$ cat src/rtl/cache_pkg.sv
package cache_pkg;

    typedef enum logic {
        REPL_LRU,
        REPL_FIFO
    } repl_e;

    typedef enum logic {
        WP_THROUGH,
        WP_BACK
    } wpol_e;

    typedef enum logic [2:0] {
        ST_LOOKUP,
        ST_EVICT,
        ST_FILL,
        ST_WT_REQ,
        ST_WT_DONE
    } state_e;

    function automatic int unsigned sel_width(input int unsigned n);
        return (n <= 1) ? 1 : $clog2(n);
    endfunction

endpackage

$ cat src/rtl/cache_tag_match.sv
module cache_tag_match #(
    parameter int unsigned WAYS  = 2,
    parameter int unsigned TAG_W = 6,
    parameter int unsigned WAY_W = 1
) (
    input  logic [TAG_W-1:0]            req_tag,
    input  logic [WAYS-1:0][TAG_W-1:0]  way_tags,
    input  logic [WAYS-1:0]             way_valid,
    output logic                        hit,
    output logic [WAY_W-1:0]            hit_way
);

    logic [WAYS-1:0] match;

    for (genvar g = 0; g < WAYS; g++) begin : g_cmp
        assign match[g] = way_valid[g] && (way_tags[g] == req_tag);
    end

    assign hit = |match;

    always_comb begin
        hit_way = '0;
        for (int w = 0; w < WAYS; w++) begin
            if (match[w]) hit_way = WAY_W'(w);
        end
    end

endmodule

$ cat src/rtl/cache_repl.sv
module cache_repl #(
    parameter int unsigned        WAYS   = 2,
    parameter int unsigned        SETS   = 4,
    parameter cache_pkg::repl_e   POLICY = cache_pkg::REPL_LRU,
    localparam int unsigned       IDX_W  = cache_pkg::sel_width(SETS),
    localparam int unsigned       WAY_W  = cache_pkg::sel_width(WAYS)
) (
    input  logic              clk,
    input  logic              rst,
    input  logic [IDX_W-1:0]  set_idx,
    input  logic [WAYS-1:0]   set_valid,
    input  logic              touch_en,
    input  logic [WAY_W-1:0]  touch_way,
    input  logic              fill_en,
    output logic [WAY_W-1:0]  victim_way
);

    logic [WAY_W-1:0] pol_way;

    if (POLICY == cache_pkg::REPL_LRU) begin : g_lru
        // age 0 = most recent; ages in a set are always a permutation
        logic [WAY_W-1:0] age_q [SETS][WAYS];

        always_ff @(posedge clk) begin
            if (rst) begin
                for (int s = 0; s < SETS; s++)
                    for (int w = 0; w < WAYS; w++)
                        age_q[s][w] <= WAY_W'(w);
            end else if (touch_en || fill_en) begin
                for (int w = 0; w < WAYS; w++) begin
                    if (WAY_W'(w) == touch_way)
                        age_q[set_idx][w] <= '0;
                    else if (age_q[set_idx][w] < age_q[set_idx][touch_way])
                        age_q[set_idx][w] <= age_q[set_idx][w] + 1'b1;
                end
            end
        end

        always_comb begin
            pol_way = '0;
            for (int w = 0; w < WAYS; w++) begin
                if (age_q[set_idx][w] == WAY_W'(WAYS - 1)) pol_way = WAY_W'(w);
            end
        end
    end else begin : g_fifo
        logic [WAY_W-1:0] ptr_q [SETS];
        logic             unused_touch;

        assign unused_touch = touch_en ^ (|touch_way);

        always_ff @(posedge clk) begin
            if (rst) begin
                for (int s = 0; s < SETS; s++) ptr_q[s] <= '0;
            end else if (fill_en) begin
                if (ptr_q[set_idx] == WAY_W'(WAYS - 1))
                    ptr_q[set_idx] <= '0;
                else
                    ptr_q[set_idx] <= ptr_q[set_idx] + 1'b1;
            end
        end

        assign pol_way = ptr_q[set_idx];
    end

    // an empty way always wins; the lowest-numbered one first
    always_comb begin
        victim_way = pol_way;
        for (int w = WAYS - 1; w >= 0; w--) begin
            if (!set_valid[w]) victim_way = WAY_W'(w);
        end
    end

endmodule

$ cat src/rtl/sa_cache.sv
module sa_cache #(
    parameter int unsigned       ADDR_W     = 10,
    parameter int unsigned       DATA_W     = 32,
    parameter int unsigned       WAYS       = 2,
    parameter int unsigned       SETS       = 4,
    parameter int unsigned       LINE_WORDS = 4,
    parameter cache_pkg::repl_e  REPL       = cache_pkg::REPL_LRU,
    parameter cache_pkg::wpol_e  WPOL       = cache_pkg::WP_BACK
) (
    input  logic              clk,
    input  logic              rst,
    input  logic              cpu_valid,
    input  logic              cpu_we,
    input  logic [ADDR_W-1:0] cpu_addr,
    input  logic [DATA_W-1:0] cpu_wdata,
    output logic              cpu_ready,
    output logic [DATA_W-1:0] cpu_rdata,
    output logic              mem_valid,
    output logic              mem_we,
    output logic [ADDR_W-1:0] mem_addr,
    output logic [DATA_W-1:0] mem_wdata,
    input  logic              mem_ready,
    input  logic [DATA_W-1:0] mem_rdata
);
    import cache_pkg::*;

    localparam int unsigned OFF_W = $clog2(LINE_WORDS);
    localparam int unsigned IDX_W = $clog2(SETS);
    localparam int unsigned TAG_W = ADDR_W - OFF_W - IDX_W;
    localparam int unsigned WAY_W = sel_width(WAYS);
    localparam logic [OFF_W-1:0] LAST_OFF = OFF_W'(LINE_WORDS - 1);
    localparam bit WB = (WPOL == WP_BACK);

    // storage
    logic              v_q    [SETS][WAYS];
    logic              d_q    [SETS][WAYS];
    logic [TAG_W-1:0]  tag_q  [SETS][WAYS];
    logic [DATA_W-1:0] data_q [SETS][WAYS][LINE_WORDS];

    // request fields
    logic [OFF_W-1:0] req_off;
    logic [IDX_W-1:0] req_idx;
    logic [TAG_W-1:0] req_tag;

    assign req_off = cpu_addr[OFF_W-1:0];
    assign req_idx = cpu_addr[OFF_W +: IDX_W];
    assign req_tag = cpu_addr[ADDR_W-1 -: TAG_W];

    // selected set
    logic [WAYS-1:0][TAG_W-1:0] set_tags;
    logic [WAYS-1:0]            set_valid;

    always_comb begin
        for (int w = 0; w < WAYS; w++) begin
            set_tags[w]  = tag_q[req_idx][w];
            set_valid[w] = v_q[req_idx][w];
        end
    end

    logic             hit;
    logic [WAY_W-1:0] hit_way;
    logic [WAY_W-1:0] victim_way;

    cache_tag_match #(
        .WAYS  (WAYS),
        .TAG_W (TAG_W),
        .WAY_W (WAY_W)
    ) u_match (
        .req_tag   (req_tag),
        .way_tags  (set_tags),
        .way_valid (set_valid),
        .hit       (hit),
        .hit_way   (hit_way)
    );

    // control state
    state_e           state_q, state_d;
    logic [OFF_W-1:0] cnt_q, cnt_d;
    logic [WAY_W-1:0] vic_q, vic_d;

    logic cpu_wr;      // merge processor word into hit line
    logic fill_word;   // store one fetched word
    logic install;     // last fill word: line becomes valid
    logic touch_en;
    logic [WAY_W-1:0] touch_way;

    cache_repl #(
        .WAYS   (WAYS),
        .SETS   (SETS),
        .POLICY (REPL)
    ) u_repl (
        .clk        (clk),
        .rst        (rst),
        .set_idx    (req_idx),
        .set_valid  (set_valid),
        .touch_en   (touch_en),
        .touch_way  (touch_way),
        .fill_en    (install),
        .victim_way (victim_way)
    );

    assign cpu_rdata = data_q[req_idx][hit_way][req_off];
    assign touch_way = (state_q == ST_FILL) ? vic_q : hit_way;

    always_comb begin
        state_d   = state_q;
        cnt_d     = cnt_q;
        vic_d     = vic_q;
        cpu_ready = 1'b0;
        mem_valid = 1'b0;
        mem_we    = 1'b0;
        mem_addr  = '0;
        mem_wdata = '0;
        cpu_wr    = 1'b0;
        fill_word = 1'b0;
        install   = 1'b0;
        touch_en  = 1'b0;

        unique case (state_q)
            ST_LOOKUP: begin
                if (cpu_valid) begin
                    if (cpu_we && !WB) begin
                        state_d = ST_WT_REQ;
                    end else if (hit) begin
                        cpu_ready = 1'b1;
                        cpu_wr    = cpu_we;
                        touch_en  = 1'b1;
                    end else begin
                        vic_d = victim_way;
                        cnt_d = '0;
                        if (WB && v_q[req_idx][victim_way] && d_q[req_idx][victim_way])
                            state_d = ST_EVICT;
                        else
                            state_d = ST_FILL;
                    end
                end
            end

            ST_EVICT: begin
                mem_valid = 1'b1;
                mem_we    = 1'b1;
                mem_addr  = {tag_q[req_idx][vic_q], req_idx, cnt_q};
                mem_wdata = data_q[req_idx][vic_q][cnt_q];
                if (mem_ready) begin
                    cnt_d = cnt_q + 1'b1;
                    if (cnt_q == LAST_OFF) state_d = ST_FILL;
                end
            end

            ST_FILL: begin
                mem_valid = 1'b1;
                mem_addr  = {req_tag, req_idx, cnt_q};
                if (mem_ready) begin
                    fill_word = 1'b1;
                    cnt_d     = cnt_q + 1'b1;
                    if (cnt_q == LAST_OFF) begin
                        install = 1'b1;
                        state_d = ST_LOOKUP;
                    end
                end
            end

            ST_WT_REQ: begin
                mem_valid = 1'b1;
                mem_we    = 1'b1;
                mem_addr  = cpu_addr;
                mem_wdata = cpu_wdata;
                if (mem_ready) state_d = ST_WT_DONE;
            end

            ST_WT_DONE: begin
                cpu_ready = 1'b1;
                cpu_wr    = hit;
                touch_en  = hit;
                state_d   = ST_LOOKUP;
            end

            default: state_d = ST_LOOKUP;
        endcase
    end

    always_ff @(posedge clk) begin
        if (rst) begin
            state_q <= ST_LOOKUP;
            cnt_q   <= '0;
            vic_q   <= '0;
        end else begin
            state_q <= state_d;
            cnt_q   <= cnt_d;
            vic_q   <= vic_d;
        end
    end

    // flags
    always_ff @(posedge clk) begin
        if (rst) begin
            for (int s = 0; s < SETS; s++) begin
                for (int w = 0; w < WAYS; w++) begin
                    v_q[s][w] <= 1'b0;
                    d_q[s][w] <= 1'b0;
                end
            end
        end else begin
            if (install) begin
                v_q[req_idx][vic_q] <= 1'b1;
                d_q[req_idx][vic_q] <= 1'b0;
            end
            if (cpu_wr && WB) d_q[req_idx][hit_way] <= 1'b1;
        end
    end

    // tags and data
    always_ff @(posedge clk) begin
        if (cpu_wr)    data_q[req_idx][hit_way][req_off] <= cpu_wdata;
        if (fill_word) data_q[req_idx][vic_q][cnt_q]     <= mem_rdata;
        if (install)   tag_q[req_idx][vic_q]             <= req_tag;
    end

endmodule

$ cat config.mk
export PLATFORM = sky130hd
export DESIGN_NAME = sa_cache
export DESIGN_NICKNAME = d
export VERILOG_FILES = /design/src/rtl/cache_pkg.sv /design/src/rtl/cache_tag_match.sv /design/src/rtl/cache_repl.sv /design/src/rtl/sa_cache.sv
export SDC_FILE = /design/constraint.sdc
export NUM_CORES = 1
export LEC_CHECK = 0
export BUFFER_PORTS_ARGS = -buffer_cell sky130_fd_sc_hd__buf_2
export CORE_MARGIN = 8
export CORE_UTILIZATION = 50
export CTS_BUF_LIST = sky130_fd_sc_hd__clkbuf_16
export CTS_CLUSTER_DIAMETER = 100
export DETAILED_ROUTE_END_ITERATION = 7
export PLACE_DENSITY = 0.66
export SYNTH_ARGS = -nofsm -noshare
export SYNTH_HDL_FRONTEND = slang
export SYNTH_SLANG_ARGS = --single-unit
$ cat constraint.sdc
create_clock -name clk -period 10.6 [get_ports clk]
set_clock_uncertainty 0.05 [all_clocks]
set_input_delay 0 -clock clk [delete_from_list [all_inputs] [get_ports clk]]
set_output_delay 0 -clock clk [all_outputs]
set_load 0.05 [all_outputs]
Word level (Yosys, flattened, before mapping)
Memory sizes are Yosys's and may differ from the RTL's.
Index checks and enable logic that the tools add are counted.
Widths: inputs -> output; s select.
{ "op_classes": {"n_addsub": 3, "multipliers": 0, "n_div": 0, "order_cmp": 12, "n_eq_ne": 15, "shift": 0, "muxes": 371, "n_bitwise": 267, "reduce_logical": 20} }
{ "ops": {"columns": ["op", "n"], "rows": [
  ["$mux 128", 8],
  ["$mux 256", 2],
  ["$mux 1", 312],
  ["$or 1x1->1", 260],
  ["$demux 128 s1", 2],
  ["$mux 32", 6],
  ["$bmux 32 s2", 2],
  ["$demux 32 s2", 2],
  ["$pmux 32 s2", 1],
  ["$mux 2", 15],
  ["$pmux 10 s3", 1],
  ["$mux 6", 4],
  ["$mux 3", 7],
  ["$eq 6x6->1", 2],
  ["$mux 12", 1],
  ["$ne 2x2->1 const B", 6],
  ["$pmux 3 s4", 1],
  ["$reduce_or 2->1", 6],
  ["$ge 2x2->1 const B", 4],
  ["$not 1->2", 4],
  ["$logic_and 1x1->1", 7],
  ["$reduce_and 7->1", 1],
  ["$demux 6 s1", 1],
  ["$eq 3x2->1 const B", 2],
  ["other kinds (21)", 31]
]} }
{ "word_totals": {"reg_bits": 6, "latch_bits": 0, "ramBits": 1096, "rom_bits": 0, "in_bits": 79, "output_inout_bits": 77, "elab_cells": 696, "mem_count": 5} }
{ "mem_list": {"columns": ["memory", "depth", "word_bits", "rd", "rd_clocked_by_memory_dff", "write_ports", "line", "rtl"], "rows": [
  ["data_q", 4, 256, 1, 0, 1, "sa_cache.sv:38", "logic [DATA_W-1:0] data_q [SETS][WAYS][LINE_WORDS];"],
  ["tag_q", 4, 12, 1, 0, 1, "sa_cache.sv:37", "logic [TAG_W-1:0] tag_q [SETS][WAYS];"],
  ["d_q", 4, 2, 1, 0, 4, "sa_cache.sv:36", "logic d_q [SETS][WAYS];"],
  ["u_repl.g_lru.age_q", 4, 2, 1, 0, 4, "cache_repl.sv:22", "logic [WAY_W-1:0] age_q [SETS][WAYS];"],
  ["v_q", 4, 2, 1, 0, 4, "sa_cache.sv:35", "logic v_q [SETS][WAYS];"]
]} }

Depth between registers and ports, before layout
An unclocked memory read counts as a cell.
{ "logic_depth": {"ltp_word": 18, "mapped_depth": 11, "ltp_nobuf": 7} }

Modules after synthesis
From an unflattened synthesis, not the netlist that was laid out.
{ "unflattened": {"hier_cells": 2734, "hier_area_um2": 47952.2} }
{ "by_module_without_submodules": {"columns": ["module", "n_inst", "cells_per_inst", "area_each_um2", "seq_area_each_um2"], "rows": [
  ["sa_cache", 1, 2658, 47261.6, 32711.4],
  ["cache_repl", 1, 58, 553.0, 230.2],
  ["cache_tag_match", 1, 18, 137.6, 0.0]
]} }

Least setup slack after synthesis
Ideal clock, no wire load.
{ "synth_path": {"kind": "register to register", "from": "register cnt_q[1]", "to": "memory data_q[0][100] in the netlist's numbering (enable)", "setup_time_ns": 0.421, "arrival_time_ns": 3.746, "t_required_ns": 10.129, "path_slack_ns": 6.383, "stages_incl_launch_ff": 10, "path_buffers": 4, "period_less_slack_ns": 4.217, "cell_sequence": "dfxtp_1 clkbuf_1 clkinv_1 buf_1 buf_1 ha_1 nand2_1 buf_1 o31a_1 nor2_1"} }
{ "synth_via": {"elab_chain_cells": 9, "word_cells_on_any_way": 10, "cone_classes": "order compare: 2; mux: 5; bitwise: 2; reduce/logical: 1"} }
{ "synth_lines": {"columns": ["element", "line", "rtl"], "rows": [
  ["start: declaration", "sa_cache.sv:78", "logic [OFF_W-1:0] cnt_q, cnt_d;"],
  ["start signal: assignment", "sa_cache.sv:189", "cnt_q <= cnt_d;"],
  ["$not 2->3 (not written as such) (*)", "sa_cache.sv:215", "if (fill_word) data_q[req_idx][vic_q][cnt_q] <= mem_rdata;"],
  ["$ge 3x3->1 (not written as such) / $lt 3x1->1 (equally long branches)", "sa_cache.sv:215", null],
  ["$logic_and 1x1->1 (not written as such)", "sa_cache.sv:215", null],
  ["$mux 32 (not written as such)", "sa_cache.sv:215", null],
  ["$demux 32 s2 (*)", "sa_cache.sv:215", null],
  ["$mux 128 (not written as such) (*)", "sa_cache.sv:215", null],
  ["$demux 128 s1 (*)", "sa_cache.sv:215", null],
  ["$mux 256 (not written as such) (*)", "sa_cache.sv:215", null],
  ["$or 1x1->1 (no line) (*)", null, null],
  ["end: declaration", "sa_cache.sv:38", null]
]} }
Mark *: on every way between the ends. The rest lies on a longest branch, timed or not.

Final worst setup path
{ "layout_path": {"from": "input port cpu_addr[2]", "to": "output port cpu_rdata[0]"} }
{ "layout_via": {"elab_chain_cells": 11, "word_cells_on_any_way": 13, "cone_classes": "eq/ne: 1; mux: 7; bitwise: 1; reduce/logical: 1; memory: 3"} }
{ "layout_lines": {"columns": ["element", "line", "rtl"], "rows": [
  ["start: declaration", "sa_cache.sv:14", "input logic [ADDR_W-1:0] cpu_addr,"],
  ["$mem_v2 4x12", null, null],
  ["$eq 6x6->1", "cache_tag_match.sv:16", "assign match[g] = way_valid[g] && (way_tags[g] == req_tag);"],
  ["$logic_and 1x1->1", "cache_tag_match.sv:16", null],
  ["$mux 1", "cache_tag_match.sv:24", "if (match[w]) hit_way = WAY_W'(w);"],
  ["$not 1->2 (not written as such)", "sa_cache.sv:102", "assign cpu_rdata = data_q[req_idx][hit_way][req_off];"],
  ["$mux 128 (not written as such) (*) (3 in series)", "sa_cache.sv:102", null],
  ["$bmux 32 s2 (*)", "sa_cache.sv:102", null],
  ["$mux 32 (not written as such) (*) (2 in series)", "sa_cache.sv:102", null],
  ["end: declaration", "sa_cache.sv:17", "output logic [DATA_W-1:0] cpu_rdata,"]
]} }
Mark *: on every way between the ends. The rest lies on a longest branch, timed or not. The select of a mux whose other input is x is not followed.

==> metrics <==
Design Power about 9200 uW; clk slew on worst S/H paths 0.06 ns; Flop pwr share 51.9%; GR Overflow Total 0; Starting Density 50.19%; status finished clean; placed inst area approximately 50000 um^2; GRT met1 Usage 35.80%; Syn Std Cell Area approximately 47000 um^2; Mean Syn Cell Area approximately 20 um^2; die width 324.1 um; vias in the first global route ~28000; Port Buf Inserts approximately 160; post-synthesis register bit count approximately 1100; switching share of power between 20 and 25%; Seq/Total Area, Yosys a little over two thirds; grt met3 use between 4 and 5%; GP Congestion ~0.81; fill cell count between 6000 and 7000; Iteration-0 DRC Markers 3311; drt pass-1 iters 5; drt total wl approximately 140 mm; I/O pins approximately 160; most common cell after layout, fill and taps aside edfxtp_1; max-cap viol count 0; Final min period ~5.0 ns; Syn Inst Count ~2400; Final TNS setup 0 ns; Final HPWL DP 84.73 mm; Synth Net Count between 2000 and 3000; initial antenna violation count 2; largest cells by area after synthesis edfxtp_1 (69%), mux4_2 (16%), mux2_2 (5.3%); Max rail drop VDD between 0.1 and 0.15 mV; area leader, netlist edfxtp_1; area of the core between 90000 and 100000 um^2; die height about 320 um; dpl cells about 3800; Post-synth EDFFs 1087; first-pass GRT wire length around 200 mm; ANT nets after route 0; combinational power share under 10%; synthesis-to-finish area growth 14.51%; Worst Tran Pin Value approximately 1.4 ns; final net count 2788; Root Buffer clkbuf_16; share of layout cells above drive strength 1 a little over a third; # Post-CTS Setup Buffers 0; leak pwr between 0.015 and 0.02 uW; largest net degree at the start of global routing about 110; H-tree depth 3; fin area ~54000 um^2; Crit Path Class in2out; met2 Track Usage GR a little over two fifths; most frequent cells in the layout edfxtp_1 (1087), mux4_2 (338), mux2_2 (224); top cell type's share of synthesized area between 60% and 70%; worst-skew pair later-pin latency approximately 0.7 ns; clock share of power about two fifths; CTS tree built; clock buffer depth 3; vias per inst between 6 and 7; Int Pwr 7212 uW; Arr. time, crit path just under 5 ns; final std cells w/o fill 4062; Num Clock Sinks 1102; setup violators final 0; RSZ-0062 raised after global routing no; GRT Total Usage roughly a quarter; Syn. warnings 0; Hold WC Path Type in2reg; CP Launch Type input pin; routed wire length per instance about 34 um; post-CTS sizing 0; worst hold slack 0.1640 ns; FMAX approximately 0.20 GHz; die area 105100 um^2; fin crit share a little under half; total CTS buffers approximately 110; Max FO, Critical Path 76; PwrDens ~170 nW/um^2; NetSw between 2000 and 2500 uW; Synth Flop Type edfxtp_1; post-synth cell types around 60; Rel. slew slack under 10%; most used routing layer met2; via count between 20000 and 30000; DR DRC count 0; critical path capture point type output port; CP required between 10 and 15 ns; Slew Viols, Final 0; Async SR Flop Fraction 0%; Final Hold Violating Endpoints 0; num rows ~110
## path summary, 6_finish.rpt
| path | depth (start not counted) | start | end | slack [ns] |
|---|---|---|---|---|
| max | 11 | cpu_addr[2] | cpu_rdata[0] | 5.63 |
| min | 2 | cpu_addr[8] | tag_q[0][10] | 0.16 |
| max reg2reg | 7 | state_q[0] | data_q[1][242] | 6.08 |
| min reg2reg | 2 | v_q[3][1] | v_q[3][1] | 0.43 |
## sequential cells by signal, indices dropped and copies added (netlist names)
signal,flops
data_q,1024
tag_q,48
u_repl.g_lru.age_q,8
cnt_q,2
state_q,3
d_q,8
v_q,8
vic_q,1
## Yosys cell counts, drive strengths merged (19+ instances only)
cell,count
a21oi,38
a22oi,94
and2,22
buf,78
clkbuf,81
edfxtp,1087
mux2,224
mux2i,29
mux4,338
nand2,181
nand4,19
nor2,65
o21ai,30
## layer usage
layer  up-vias  share of wire [%]
li1      10740                  -
met3       325                8.4
met2      1604                 49
met4         0                4.0
met1     14290                 38
met5         -                  0
## critical path, stage by stage
cell and delay [ns]:
buf_8 0.56, buf_4 0.84, mux4_2 0.64, xnor2_1 0.19, and3_2 0.37, nand2_2 0.20, nor2_4 0.76, buf_4 0.49
a221o_1 0.21, nand3b_1 0.27, buf_2 0.34
## cells by family (layout without fill, tap and decap cells)
family / after synthesis / count (layout) / share of synthesized area, %
buffers and inverters: 164 / 515 / 1.476
other: 0 / 2 / 0
AND/OR/NAND/NOR: 352 / 352 / 3.468
XOR/XNOR: 13 / 13 / 0.2714
AO/OA/AOI/OAI: 217 / 217 / 3.315
adder cells (fa/ha/maj): 5 / 5 / 0.1265
flip-flops: 1102 / 1102 / 69.38
multiplexers: 591 / 591 / 21.96
## power groups by stage
stage          Combinational [uW]  Sequential (uW)  Clock (uW)
4_1_cts                       643             4800        3840
2_1_floorplan                 388             4890           0
3_5_place_dp                  608             4890           0
5_1_grt                       676             4800        4010
6_report                      644             4800        3800
3_3_place_gp                  595             4890           0
## through the flow
stage	setup WS, ns	utilization, %
6_report	5.635	57.48
2_1_floorplan	6.383	-
5_1_grt	5.312	57.47
3_5_place_dp	5.008	52.59
3_3_place_gp	5.024	52.59
4_1_cts	5.506	57.45
## cell type report
| cell class | count | area (um^2) | area share (%) |
|---|---|---|---|
| Clock buffer | 110 | 2753 | 5.063 |
| Sequential cell | 1102 | 32950 | 60.60 |
| Antenna cell | 2 | 5.005 | 0.009206 |
| Timing Repair Buffer | 309 | 2235 | 4.110 |
| Multi-Input combinational cell | 1178 | 14060 | 25.86 |
| Clock inverter | 91 | 764.5 | 1.406 |
| Inverter | 5 | 20.02 | 0.03682 |
| Tap cell | 1265 | 1583 | 2.911 |
## timing repair
| action | CTS | global route |
|---|---|---|
| hold buffers | 108 | 0 |
| endpoints found under the setup margin | 0 | 0 |
| hold endpoints to repair | 1094 | 0 |
Power figures use the tool's default switching activity.
